## config.mk

```make
export PLATFORM = sky130hd
export DESIGN_NAME = erased_sector_check
export DESIGN_NICKNAME = d
export VERILOG_FILES = /design/src/rtl/eraschk_pkg.sv /design/src/rtl/eraschk_zero_pop.sv /design/src/rtl/eraschk_sat_acc.sv /design/src/rtl/eraschk_seq.sv /design/src/rtl/erased_sector_check.sv
export SDC_FILE = /design/constraint.sdc
export NUM_CORES = 1
export LEC_CHECK = 0
export ABC_CLOCK_PERIOD_IN_PS = 5000
export BUFFER_PORTS_ARGS = -buffer_cell sky130_fd_sc_hd__buf_2
export CAP_MARGIN = 40
export CORE_MARGIN = 2
export CORE_UTILIZATION = 40
export CTS_BUF_LIST = sky130_fd_sc_hd__clkbuf_4 sky130_fd_sc_hd__clkbuf_8
export CTS_CLUSTER_SIZE = 14
export DETAILED_ROUTE_END_ITERATION = 12
export GPL_TIMING_DRIVEN = 0
export PLACE_DENSITY = 0.56
export SLEW_MARGIN = 20
export SYNTH_ARGS = -nofsm -noshare
export SYNTH_HDL_FRONTEND = slang
export SYNTH_SLANG_ARGS = --single-unit
```

## constraint.sdc

```tcl
create_clock -name clk -period 5 [get_ports clk]
set_input_delay 0 -clock clk [delete_from_list [all_inputs] [get_ports clk]]
set_output_delay 0 -clock clk [all_outputs]
set_load 0.05 [all_outputs]
```

## src/rtl/eraschk_pkg.sv

```systemverilog
package eraschk_pkg;

    typedef enum logic [1:0] {
        ST_DATA   = 2'd0,
        ST_SPARE  = 2'd1,
        ST_REPORT = 2'd2
    } sect_state_e;

    function automatic int sat_width(input int strength);
        return $clog2(strength + 2);
    endfunction

endpackage

```

## src/rtl/eraschk_zero_pop.sv

```systemverilog
module eraschk_zero_pop #(
    parameter int BYTE_W = 8,
    localparam int ZW = $clog2(BYTE_W + 1)
) (
    input  logic [BYTE_W-1:0] byte_i,
    output logic [ZW-1:0]     zeros_o
);

    always_comb begin
        zeros_o = '0;
        for (int b = 0; b < BYTE_W; b++) begin
            zeros_o = zeros_o + ZW'(~byte_i[b]);
        end
    end

endmodule

```

## src/rtl/eraschk_sat_acc.sv

```systemverilog
module eraschk_sat_acc #(
    parameter int LIMIT = 8,
    parameter int INW   = 4,
    parameter int CW    = 4,
    localparam int SW   = ((CW > INW) ? CW : INW) + 1
) (
    input  logic           clk,
    input  logic           rst_n,
    input  logic           clr,
    input  logic           add_en,
    input  logic [INW-1:0] add_val,
    output logic [CW-1:0]  count_o
);

    logic [CW-1:0] count_q;
    logic [SW-1:0] sum_w;
    logic          open_w;

    assign open_w = (count_q <= CW'(LIMIT));
    assign sum_w  = SW'(count_q) + SW'(add_val);

    always_ff @(posedge clk) begin
        if (!rst_n || clr) begin
            count_q <= '0;
        end else if (add_en && open_w) begin
            if (sum_w > SW'(LIMIT + 1)) begin
                count_q <= CW'(LIMIT + 1);
            end else begin
                count_q <= sum_w[CW-1:0];
            end
        end
    end

    assign count_o = count_q;

    // the count never exceeds the saturation ceiling
    assert_sat_ceiling_R2: assert property (@(posedge clk) disable iff (!rst_n)
        count_q <= CW'(LIMIT + 1));

    // once past the limit, the count holds until cleared
    assert_hold_after_sat_R3: assert property (@(posedge clk) disable iff (!rst_n)
        (count_q > CW'(LIMIT) && !clr) |=> $stable(count_q));

    // no accepted byte, no change
    assert_idle_no_count_R9: assert property (@(posedge clk) disable iff (!rst_n)
        (!add_en && !clr) |=> $stable(count_q));

endmodule

```

## src/rtl/eraschk_seq.sv

```systemverilog
module eraschk_seq
    import eraschk_pkg::*;
#(
    parameter int DATA_BYTES = 512,
    parameter int ECC_BYTES  = 13,
    localparam int MAXB      = (DATA_BYTES > ECC_BYTES) ? DATA_BYTES : ECC_BYTES,
    localparam int IW        = $clog2(MAXB)
) (
    input  logic        clk,
    input  logic        rst_n,
    input  logic        in_valid,
    input  logic        in_last,
    output sect_state_e state_o,
    output logic        data_take_o,
    output logic        ecc_take_o,
    output logic        clr_o
);

    sect_state_e state_q, state_d;
    logic [IW-1:0] idx_q, idx_d;

    always_ff @(posedge clk) begin
        if (!rst_n) begin
            state_q <= ST_DATA;
            idx_q   <= '0;
        end else begin
            state_q <= state_d;
            idx_q   <= idx_d;
        end
    end

    always_comb begin
        state_d = state_q;
        idx_d   = idx_q;
        unique case (state_q)
            ST_DATA: begin
                if (in_valid) begin
                    if (idx_q == IW'(DATA_BYTES - 1)) begin
                        state_d = ST_SPARE;
                        idx_d   = '0;
                    end else begin
                        idx_d = idx_q + 1'b1;
                    end
                end
            end
            ST_SPARE: begin
                if (in_valid) begin
                    if (in_last) begin
                        state_d = ST_REPORT;
                        idx_d   = '0;
                    end else begin
                        idx_d = idx_q + 1'b1;
                    end
                end
            end
            ST_REPORT: begin
                state_d = ST_DATA;
                idx_d   = '0;
            end
            default: begin
                state_d = ST_DATA;
                idx_d   = '0;
            end
        endcase
    end

    always_comb begin
        data_take_o = 1'b0;
        ecc_take_o  = 1'b0;
        clr_o       = 1'b0;
        unique case (state_q)
            ST_DATA:   data_take_o = in_valid;
            ST_SPARE:  ecc_take_o  = in_valid;
            ST_REPORT: clr_o       = 1'b1;
            default:   clr_o       = 1'b1;
        endcase
    end

    assign state_o = state_q;

    // R8 (input rule): last marker only on the final check byte
    assert_last_placement_R8: assert property (@(posedge clk) disable iff (!rst_n)
        (in_valid && in_last) |-> (state_q == ST_SPARE && idx_q == IW'(ECC_BYTES - 1)));

    // R8 (input rule): the final check byte always carries the marker
    assert_last_present_R8: assert property (@(posedge clk) disable iff (!rst_n)
        (in_valid && state_q == ST_SPARE && idx_q == IW'(ECC_BYTES - 1)) |-> in_last);

    // R8 (input rule): no byte offered during the verdict cycle
    assert_report_quiet_R8: assert property (@(posedge clk) disable iff (!rst_n)
        (state_q == ST_REPORT) |-> !in_valid);

    // report always returns to data intake
    assert_report_exit_R10: assert property (@(posedge clk) disable iff (!rst_n)
        (state_q == ST_REPORT) |=> (state_q == ST_DATA));

endmodule

```

## src/rtl/erased_sector_check.sv

```systemverilog
module erased_sector_check
    import eraschk_pkg::*;
#(
    parameter int DATA_BYTES = 512,
    parameter int ECC_BYTES  = 13,
    parameter int STRENGTH   = 8,
    localparam int FLIP_W    = $clog2(STRENGTH + 1)
) (
    input  logic              clk,
    input  logic              rst_n,
    input  logic              in_valid,
    input  logic [7:0]        in_byte,
    input  logic              in_last,
    output logic              verdict_valid,
    output logic              sector_erased,
    output logic              fill_req,
    output logic [FLIP_W-1:0] flip_count,
    output logic              uncorrectable
);

    localparam int CW = sat_width(STRENGTH);
    localparam int ZW = $clog2(9);

    sect_state_e   state_w;
    logic          data_take_w, ecc_take_w, clr_w;
    logic [ZW-1:0] zeros_w;
    logic [CW-1:0] data_cnt_w, ecc_cnt_w;
    logic [CW:0]   total_w;

    eraschk_seq #(
        .DATA_BYTES (DATA_BYTES),
        .ECC_BYTES  (ECC_BYTES)
    ) u_seq (
        .clk         (clk),
        .rst_n       (rst_n),
        .in_valid    (in_valid),
        .in_last     (in_last),
        .state_o     (state_w),
        .data_take_o (data_take_w),
        .ecc_take_o  (ecc_take_w),
        .clr_o       (clr_w)
    );

    eraschk_zero_pop #(.BYTE_W(8)) u_pop (
        .byte_i  (in_byte),
        .zeros_o (zeros_w)
    );

    eraschk_sat_acc #(.LIMIT(STRENGTH), .INW(ZW), .CW(CW)) u_data_acc (
        .clk     (clk),
        .rst_n   (rst_n),
        .clr     (clr_w),
        .add_en  (data_take_w),
        .add_val (zeros_w),
        .count_o (data_cnt_w)
    );

    eraschk_sat_acc #(.LIMIT(STRENGTH), .INW(ZW), .CW(CW)) u_ecc_acc (
        .clk     (clk),
        .rst_n   (rst_n),
        .clr     (clr_w),
        .add_en  (ecc_take_w),
        .add_val (zeros_w),
        .count_o (ecc_cnt_w)
    );

    assign total_w = (CW+1)'(data_cnt_w) + (CW+1)'(ecc_cnt_w);

    always_comb begin
        verdict_valid = 1'b0;
        sector_erased = 1'b0;
        fill_req      = 1'b0;
        flip_count    = '0;
        uncorrectable = 1'b0;
        unique case (state_w)
            ST_REPORT: begin
                verdict_valid = 1'b1;
                if (total_w <= (CW+1)'(STRENGTH)) begin
                    sector_erased = 1'b1;
                    flip_count    = FLIP_W'(data_cnt_w);
                    fill_req      = (data_cnt_w != '0);
                end else begin
                    uncorrectable = 1'b1;
                end
            end
            default: ;
        endcase
    end

    assert_strobe_single_R8: assert property (@(posedge clk) disable iff (!rst_n)
        verdict_valid |=> !verdict_valid);

    assert_quiet_outside_R8: assert property (@(posedge clk) disable iff (!rst_n)
        !verdict_valid |-> !(sector_erased || fill_req || uncorrectable || flip_count != '0));

    assert_fill_erased_R6: assert property (@(posedge clk) disable iff (!rst_n)
        fill_req |-> (sector_erased && flip_count != '0));

    assert_complement_R5: assert property (@(posedge clk) disable iff (!rst_n)
        verdict_valid |-> $onehot({sector_erased, uncorrectable}));

    assert_flip_bound_R7: assert property (@(posedge clk) disable iff (!rst_n)
        verdict_valid |-> flip_count <= FLIP_W'(STRENGTH));

endmodule

```

==> impl_metrics.py, run 1 <==
metrics = {
    "yosys": {
        "seq_area_frac_synth": 0.2382,
        "synthCells": 183,
        "ys_warn_count": 0,
        "async_reset_ff_frac": 0,
        "synth_nets": 219,
        "syn_area_mm2": 0.001597,
        "synth_cell_type_count": 48,
        "syn_avg_cell_area_um2": 8.724,
        "synth-edff-count": 0,
        "synth_seq_cells": 19,
        "synth_ff_type": "dfxtp_1",
    },
    "worst_setup_path": {
        "crit_family": "adder cells",
        "crit_type": "in2reg",
        "start_kind": "input pin",
        "endpoint_kind": "flip-flop",
        "cp_max_fo": 4,
        "max_stage_delay_ns": 0.52,
        "crit_top_cell": "inv_1",
        "cpMaxStageDelayCell": "fa_1",
        "crit_chain": "buf_2 > inv_1 > fa_1 > fa_1 > inv_1 > fa_1 > inv_1 > ha_1 > inv_1 > fa_1 > inv_1 > ha_1 > a21o_1 > a21oi_2 > xnor2_1 > o41a_1",
        "worstPathRequired_ns": 5.15,
        "critPathBufInv": 6,
        "arrival_ns": 3.70,
    },
    "global_routing": {
        "gr-total-overflow": 0,
        "grt_pass1_vias": 1306,
        "antenna_found_initial": 0,
        "grt_max_degree": 13,
        "grt_use_total": 0.1626,
        "grt_pass1_wl_um": 5768,
    },
    "flow_run": {
        "drv_cap": 0,
    },
    "detailed_routing": {
        "wl_per_cell_um": 12.54,
        "drtIter0Drc": 56,
        "top_layer": "met4",
        "met2_length_um": 1650,
        "drc": 0,
        "wl_met1_um": 1445,
        "firstDrtPassIters": 4,
        "finalWirelength_um": 3186,
        "vias_per_cell": 5.311,
        "wl_met3_um": 77,
        "ant_nets": 0,
        "num_vias": 1349,
    },
    "timing": {
        "period_minus_slack_ns": 3.546,
        "setup_violations": 0,
        "setup_tns_ns": 0,
        "hold_viol_final": 0,
        "skew_ns": 0.005306,
        "rsz0062_at_grt": "no",
        "period_share": 0.7093,
        "fmax_mhz": 282.0,
        "slew_viol_final": 0,
        "maxSlewHeadroom": 0.6249,
        "worstMarginPinSlew_ns": 0.5589,
    },
    "floorplanning": {
        "die-area_mm2": 0.004512,
        "rows": 22,
        "core_area_mm2": 0.003744,
        "pin_count": 20,
        "start_util": 0.4265,
        "fp.dieH_um": 67.18,
        "fp.dieW_um": 67.18,
    },
    "placed_design": {
        "hpwl_um": 2642,
        "port_buffers": 19,
        "place_congestion": 0.8227,
    },
    "clock_network": {
        "cts_root_buf": "clkbuf_8",
        "clk_pin_slew_ns": 0.08,
        "cts_sinks": 19,
        "h-tree-depth": 1,
        "cts_tree": "yes",
        "cts_resized": 0,
        "postCtsSetupBuffers": 0,
        "insertion_delay_ns": 0.26,
        "cts_made_buffers": 3,
        "ctsHoldBuffers": 0,
        "clk_path_buf_depth": 2,
    },
    "finish": {
        "nFillCells": 378,
        "drive_gt1_frac": 0.1796,
        "synthToLayoutAreaGrowth_pct": 12.77,
        "final_nets": 243,
        "diodes": 0,
        "final_cell_mix": "inv_1, buf_2, dfxtp_1",
        "fin_util": 0.4809,
    },
    "power": {
        "irDropWorstVdd_mv": 0.2384,
        "leakage_nw": 0.8269,
        "powerDensity_mw_per_mm2": 324.3,
    },
    "min_path": {
        "hold_path_class": "in2reg",
    },
    "run_status": {
        "status": "finished clean",
    },
}
-- layer usage --
layer  vias up  track usage
li1        699            -
met1       633       0.2099
met2        15       0.2921
met3         2      0.03000
met4         0      0.01531
met5         -            0
-- worst register-to-register path, delay by kind of cell, from the launching register on --
kind	cells	cell delay (ns)
flops	1	0.39
fa+ha+maj	2	0.68
compound gates	3	0.64
simple gates	1	0.07
-- Yosys cell counts (2+ instances only) --
cell type / instances / area [um2]
inv_1: 20 / 75.07
dfxtp_1: 19 / 380.4
ha_1: 17 / 212.7
nor2_1: 15 / 56.30
a21oi_1: 13 / 65.06
nand2_1: 9 / 33.78
o21ai_0: 9 / 45.04
fa_1: 7 / 140.1
nand3_1: 6 / 30.03
xor2_1: 6 / 52.55
xnor2_1: 5 / 43.79
a21o_1: 4 / 30.03
o22ai_1: 4 / 25.02
a21boi_0: 3 / 22.52
nand2b_1: 3 / 18.77
nand4_1: 3 / 18.77
nor2b_1: 3 / 18.77
a21oi_2: 2 / 17.52
nor3_1: 2 / 10.01
nor3b_1: 2 / 15.01
nor4_1: 2 / 12.51
o32ai_1: 2 / 17.52
or3_1: 2 / 12.51
-- state kept, by name (all words and copies together), names as in the netlist --
signal / flops
u_data_acc.count_o: 4
u_ecc_acc.count_o: 4
u_seq.idx_q: 9
u_seq.state_o: 2
-- final timing paths --
kind / from / to / slack [ns] / depth (start not counted)
setup / recovery: in_byte[0] / u_ecc_acc.count_o[3] / 1.45 / 16
hold / removal: in_last / u_seq.state_o[1] / 0.02 / 3
setup reg to reg: u_data_acc.count_o[0] / u_data_acc.count_o[3] / 3.12 / 6
hold reg to reg: u_seq.idx_q[8] / u_seq.idx_q[8] / 0.46 / 2
-- through the flow --
stage,hold slack [ns],cells,power [mW],worst slack [ns],area (um2)
2_1_floorplan,0.1544,183,0.4109,1.455,1597
3_5_place_dp,0.2915,250,0.4763,1.138,1752
3_3_place_gp,0.2948,250,0.4660,1.195,1752
4_1_cts,0.007955,254,0.5902,1.422,1800
5_1_grt,0.01389,254,0.6410,1.206,1800
6_report,0.01712,254,0.5838,1.454,1800
-- area by class of cell --
cell class / count / area, um2 / area share
clock buffers: 3 / 41.29 / 0.02293
repair buffers: 19 / 95.09 / 0.05281
multi-input cells: 140 / 1114 / 0.6185
plain buffers: 4 / 27.53 / 0.01529
flip-flops and latches: 19 / 380.4 / 0.2113
clock inverters: 1 / 7.507 / 0.004170
well taps: 48 / 60.06 / 0.03336
inverters: 20 / 75.07 / 0.04170
-- report_power, final --
group,switching [mW],internal [mW]
Sequential,0.0326,0.167
Clock,0.0564,0.0562
Combinational,0.148,0.124
Total,0.237,0.347
-- kinds of logic (layout without fill, tap and decap cells) --
logic type / count (synthesis) / after routing / synth area share
XOR/XNOR: 11 / 11 / 0.06034
buffers and inverters: 24 / 47 / 0.06426
multiplexers: 1 / 1 / 0.006270
AO/OA/AOI/OAI: 48 / 48 / 0.2053
adder cells (fa/ha/maj): 24 / 24 / 0.2210
AND/OR/NAND/NOR: 56 / 56 / 0.2045
flip-flops: 19 / 19 / 0.2382
Note: power is estimated with default switching activity, not from simulation.
==> inputs of run 2 (changes only) <==
ABC_AREA = 1   (was not set)
ABC_CLOCK_PERIOD_IN_PS = 2900   (was 5000)
PLACE_DENSITY = 0.58   (was 0.56)
clock period = 2.9 ns   (was 5 ns; I/O delays follow)
==> impl_metrics.py, run 2 <==
metrics = {
    "finish": {
        "synthToLayoutAreaGrowth_pct": 24.43,
        "diodes": 0,
        "final_nets": 281,
        "drive_gt1_frac": 0.3074,
        "final_cell_mix": "inv_1, nand2_1, nor2_1",
        "final_common_cell": "inv_1",
        "design_area_mm2": 0.001988,
        "largest_reg_flops": 9,
        "finalNonFillerCells": 292,
        "regMostFlops": "u_seq.idx_q",
    },
    "worst_setup_path": {
        "crit_type": "in2reg",
        "endpoint_kind": "flip-flop",
        "rr_worst_depth": 14,
        "regToRegEndpoint": "u_seq.idx_q[7]",
        "cpMaxStageDelayCell": "fa_2",
        "worstPathRequired_ns": 3.09,
        "reg2reg_from": "u_seq.idx_q[0]",
        "crit_family": "adder cells",
        "crit_chain": "buf_8 > inv_8 > fa_1 > fa_1 > inv_1 > fa_1 > inv_2 > ha_4 > inv_2 > fa_2 > inv_4 > fa_2 > xnor2_2 > buf_4 > inv_2 > nand3_2 > a21oi_2",
        "critPathBufInv": 8,
        "arrival_ns": 3.31,
        "max_stage_delay_ns": 0.54,
        "start_kind": "input pin",
        "startpoint": "in_byte[3]",
        "rrSetupSlack_ns": 1.00,
        "cp_max_fo": 4,
    },
    "global_routing": {
        "grt_pass1_wl_um": 5506,
        "grt_pass1_vias": 1331,
        "grt_max_degree": 11,
        "antenna_found_initial": 0,
        "gr-total-overflow": 0,
        "grt_use_total": 0.1541,
    },
    "timing": {
        "hold_viol_final": 0,
        "worstMarginPinSlew_ns": 0.3507,
        "period_share": 1.076,
        "rsz0062_at_grt": "yes",
        "period_minus_slack_ns": 3.120,
        "setup_ws_ns": -0.2198,
        "slew_viol_final": 0,
        "skew_ns": 0.002291,
        "fmax_mhz": 320.5,
        "hold-worst-slack_ns": 0.06036,
        "maxSlewHeadroom": 0.7648,
        "setup_violations": 8,
    },
    "floorplanning": {
        "core_area_mm2": 0.003744,
        "start_util": 0.4268,
        "fp.dieW_um": 67.20,
        "die-area_mm2": 0.004516,
        "fp.dieH_um": 67.20,
        "rows": 22,
        "pin_count": 20,
    },
    "run_status": {
        "status": "finished, violations left",
        "violations": "negative setup slack",
    },
    "placed_design": {
        "hpwl_um": 2493,
        "placed_area_mm2": 0.001788,
        "place_congestion": 0.7768,
        "port_buffers": 19,
        "dp.cells": 284,
    },
    "clock_network": {
        "cts_tree": "yes",
        "clk_path_buf_depth": 2,
        "cts_root_buf": "clkbuf_8",
        "clk_pin_slew_ns": 0.07,
        "cts_sinks": 19,
        "insertion_delay_ns": 0.25,
        "cts_made_buffers": 3,
        "h-tree-depth": 1,
    },
    "detailed_routing": {
        "firstDrtPassIters": 4,
        "drc": 0,
        "ant_nets": 0,
        "drtIter0Drc": 31,
        "wl_per_cell_um": 10.49,
        "vias_per_cell": 4.795,
        "finalWirelength_um": 3062,
        "num_vias": 1400,
    },
    "yosys": {
        "synth_most_common_cell": "inv_1",
        "synth_cell_type_count": 26,
        "syn_avg_cell_area_um2": 7.363,
        "ys_warn_count": 0,
        "syn_area_mm2": 0.001598,
        "async_reset_ff_frac": 0,
        "synthCells": 217,
        "seq_area_frac_synth": 0.2381,
        "synth_top_area_cell": "dfxtp_1",
        "synth_area_leaders": "dfxtp_1, ha_1, inv_1",
        "yosysTopAreaCellShare": 0.2381,
        "yosys-top-cells-count": "inv_1, nand2_1, nor2_1, nand3_1, dfxtp_1",
        "synth_ff_type": "dfxtp_1",
        "synth_seq_cells": 19,
        "synth-edff-count": 0,
        "synth_nets": 253,
    },
    "power": {
        "pwr-share-seq": 0.288,
        "intPower_mw": 0.6696,
        "combPwrFrac": 0.541,
        "irDropWorstVdd_mv": 0.2445,
        "clock_power_share": 0.171,
        "p_sw_frac": 0.3927,
        "leakage_nw": 0.9104,
        "p_sw_mw": 0.4331,
        "powerDensity_mw_per_mm2": 554.6,
    },
    "min_path": {
        "hold_path_class": "in2reg",
        "whs_endpoint": "u_seq.idx_q[8]",
        "hp-start": "in_valid",
        "holdPathStages": 3,
    },
    "flow_run": {
        "drv_cap": 0,
    },
}
==> run 2: layer usage <==
layer	track usage	wire [um]
met2	0.2649	1437
met1	0.2105	1538
met4	0.03061	19
met5	0	0
met3	0.01500	67
==> run 2: timing repair <==
action	4_1_cts	5_1_grt
setup buffers	2	2
hold buffers	0	0
resized for setup	21	8
setup endpoints to repair	8	8
pin swaps	10	8
==> run 2: final cells by class <==
type / instances / area, um2
multi-input combinational: 156 / 1187
sequential: 19 / 380.4
inverter: 42 / 170.2
clock buffer: 4 / 48.80
tap: 48 / 60.06
fill: 386 / 1755
timing repair buffer: 23 / 141.4
==> run 2: worst max path at each step <==
stage                             to  slack (ns)  depth (start not counted)
6_report        u_ecc_acc.count_o[2]       -0.22                         17
5_1_grt         u_ecc_acc.count_o[0]       -0.38                         18
4_1_cts         u_ecc_acc.count_o[0]       -0.27                         18
3_5_place_dp    u_ecc_acc.count_o[0]       -0.64                         19
3_3_place_gp   u_data_acc.count_o[1]       -0.61                         17
2_1_floorplan   u_ecc_acc.count_o[0]       -0.25                         17
==> run 2: power by group through the flow <==
stage / combinational (mW) / clock, mW / sequential [mW]
CTS: 0.561 / 0.199 / 0.318
detailed placement: 0.464 / 0 / 0.322
finish: 0.596 / 0.188 / 0.318
global route: 0.683 / 0.207 / 0.323
global placement: 0.464 / 0 / 0.322
floorplan: 0.380 / 0 / 0.311
==> run 2: cells by family (layout without fill, tap and decap cells) <==
group | Yosys count | count (layout) | synth area share
AND/OR/NAND/NOR | 104 | 104 | 0.3336
XOR/XNOR | 6 | 6 | 0.03290
AO/OA/AOI/OAI | 22 | 22 | 0.07440
adder cells (fa/ha/maj) | 24 | 24 | 0.2208
buffers and inverters | 42 | 69 | 0.1002
flip-flops | 19 | 19 | 0.2381
==> run 2: stage by stage <==
step,setup slack (ns),total power [mW],utilization,setup TNS [ns]
6_report,-0.2198,1.103,0.5311,-1.286
2_1_floorplan,-0.2457,0.6905,-,-1.754
3_5_place_dp,-0.6382,0.7858,0.4776,-4.871
5_1_grt,-0.3844,1.213,0.5311,-2.548
4_1_cts,-0.2675,1.078,0.5177,-1.664
3_3_place_gp,-0.6103,0.7865,0.4776,-4.673
==> run 2: worst min-delay path: stages <==
cell and delay, ns:
buf_2 0.13, o2111ai_1 0.07, a21oi_1 0.06
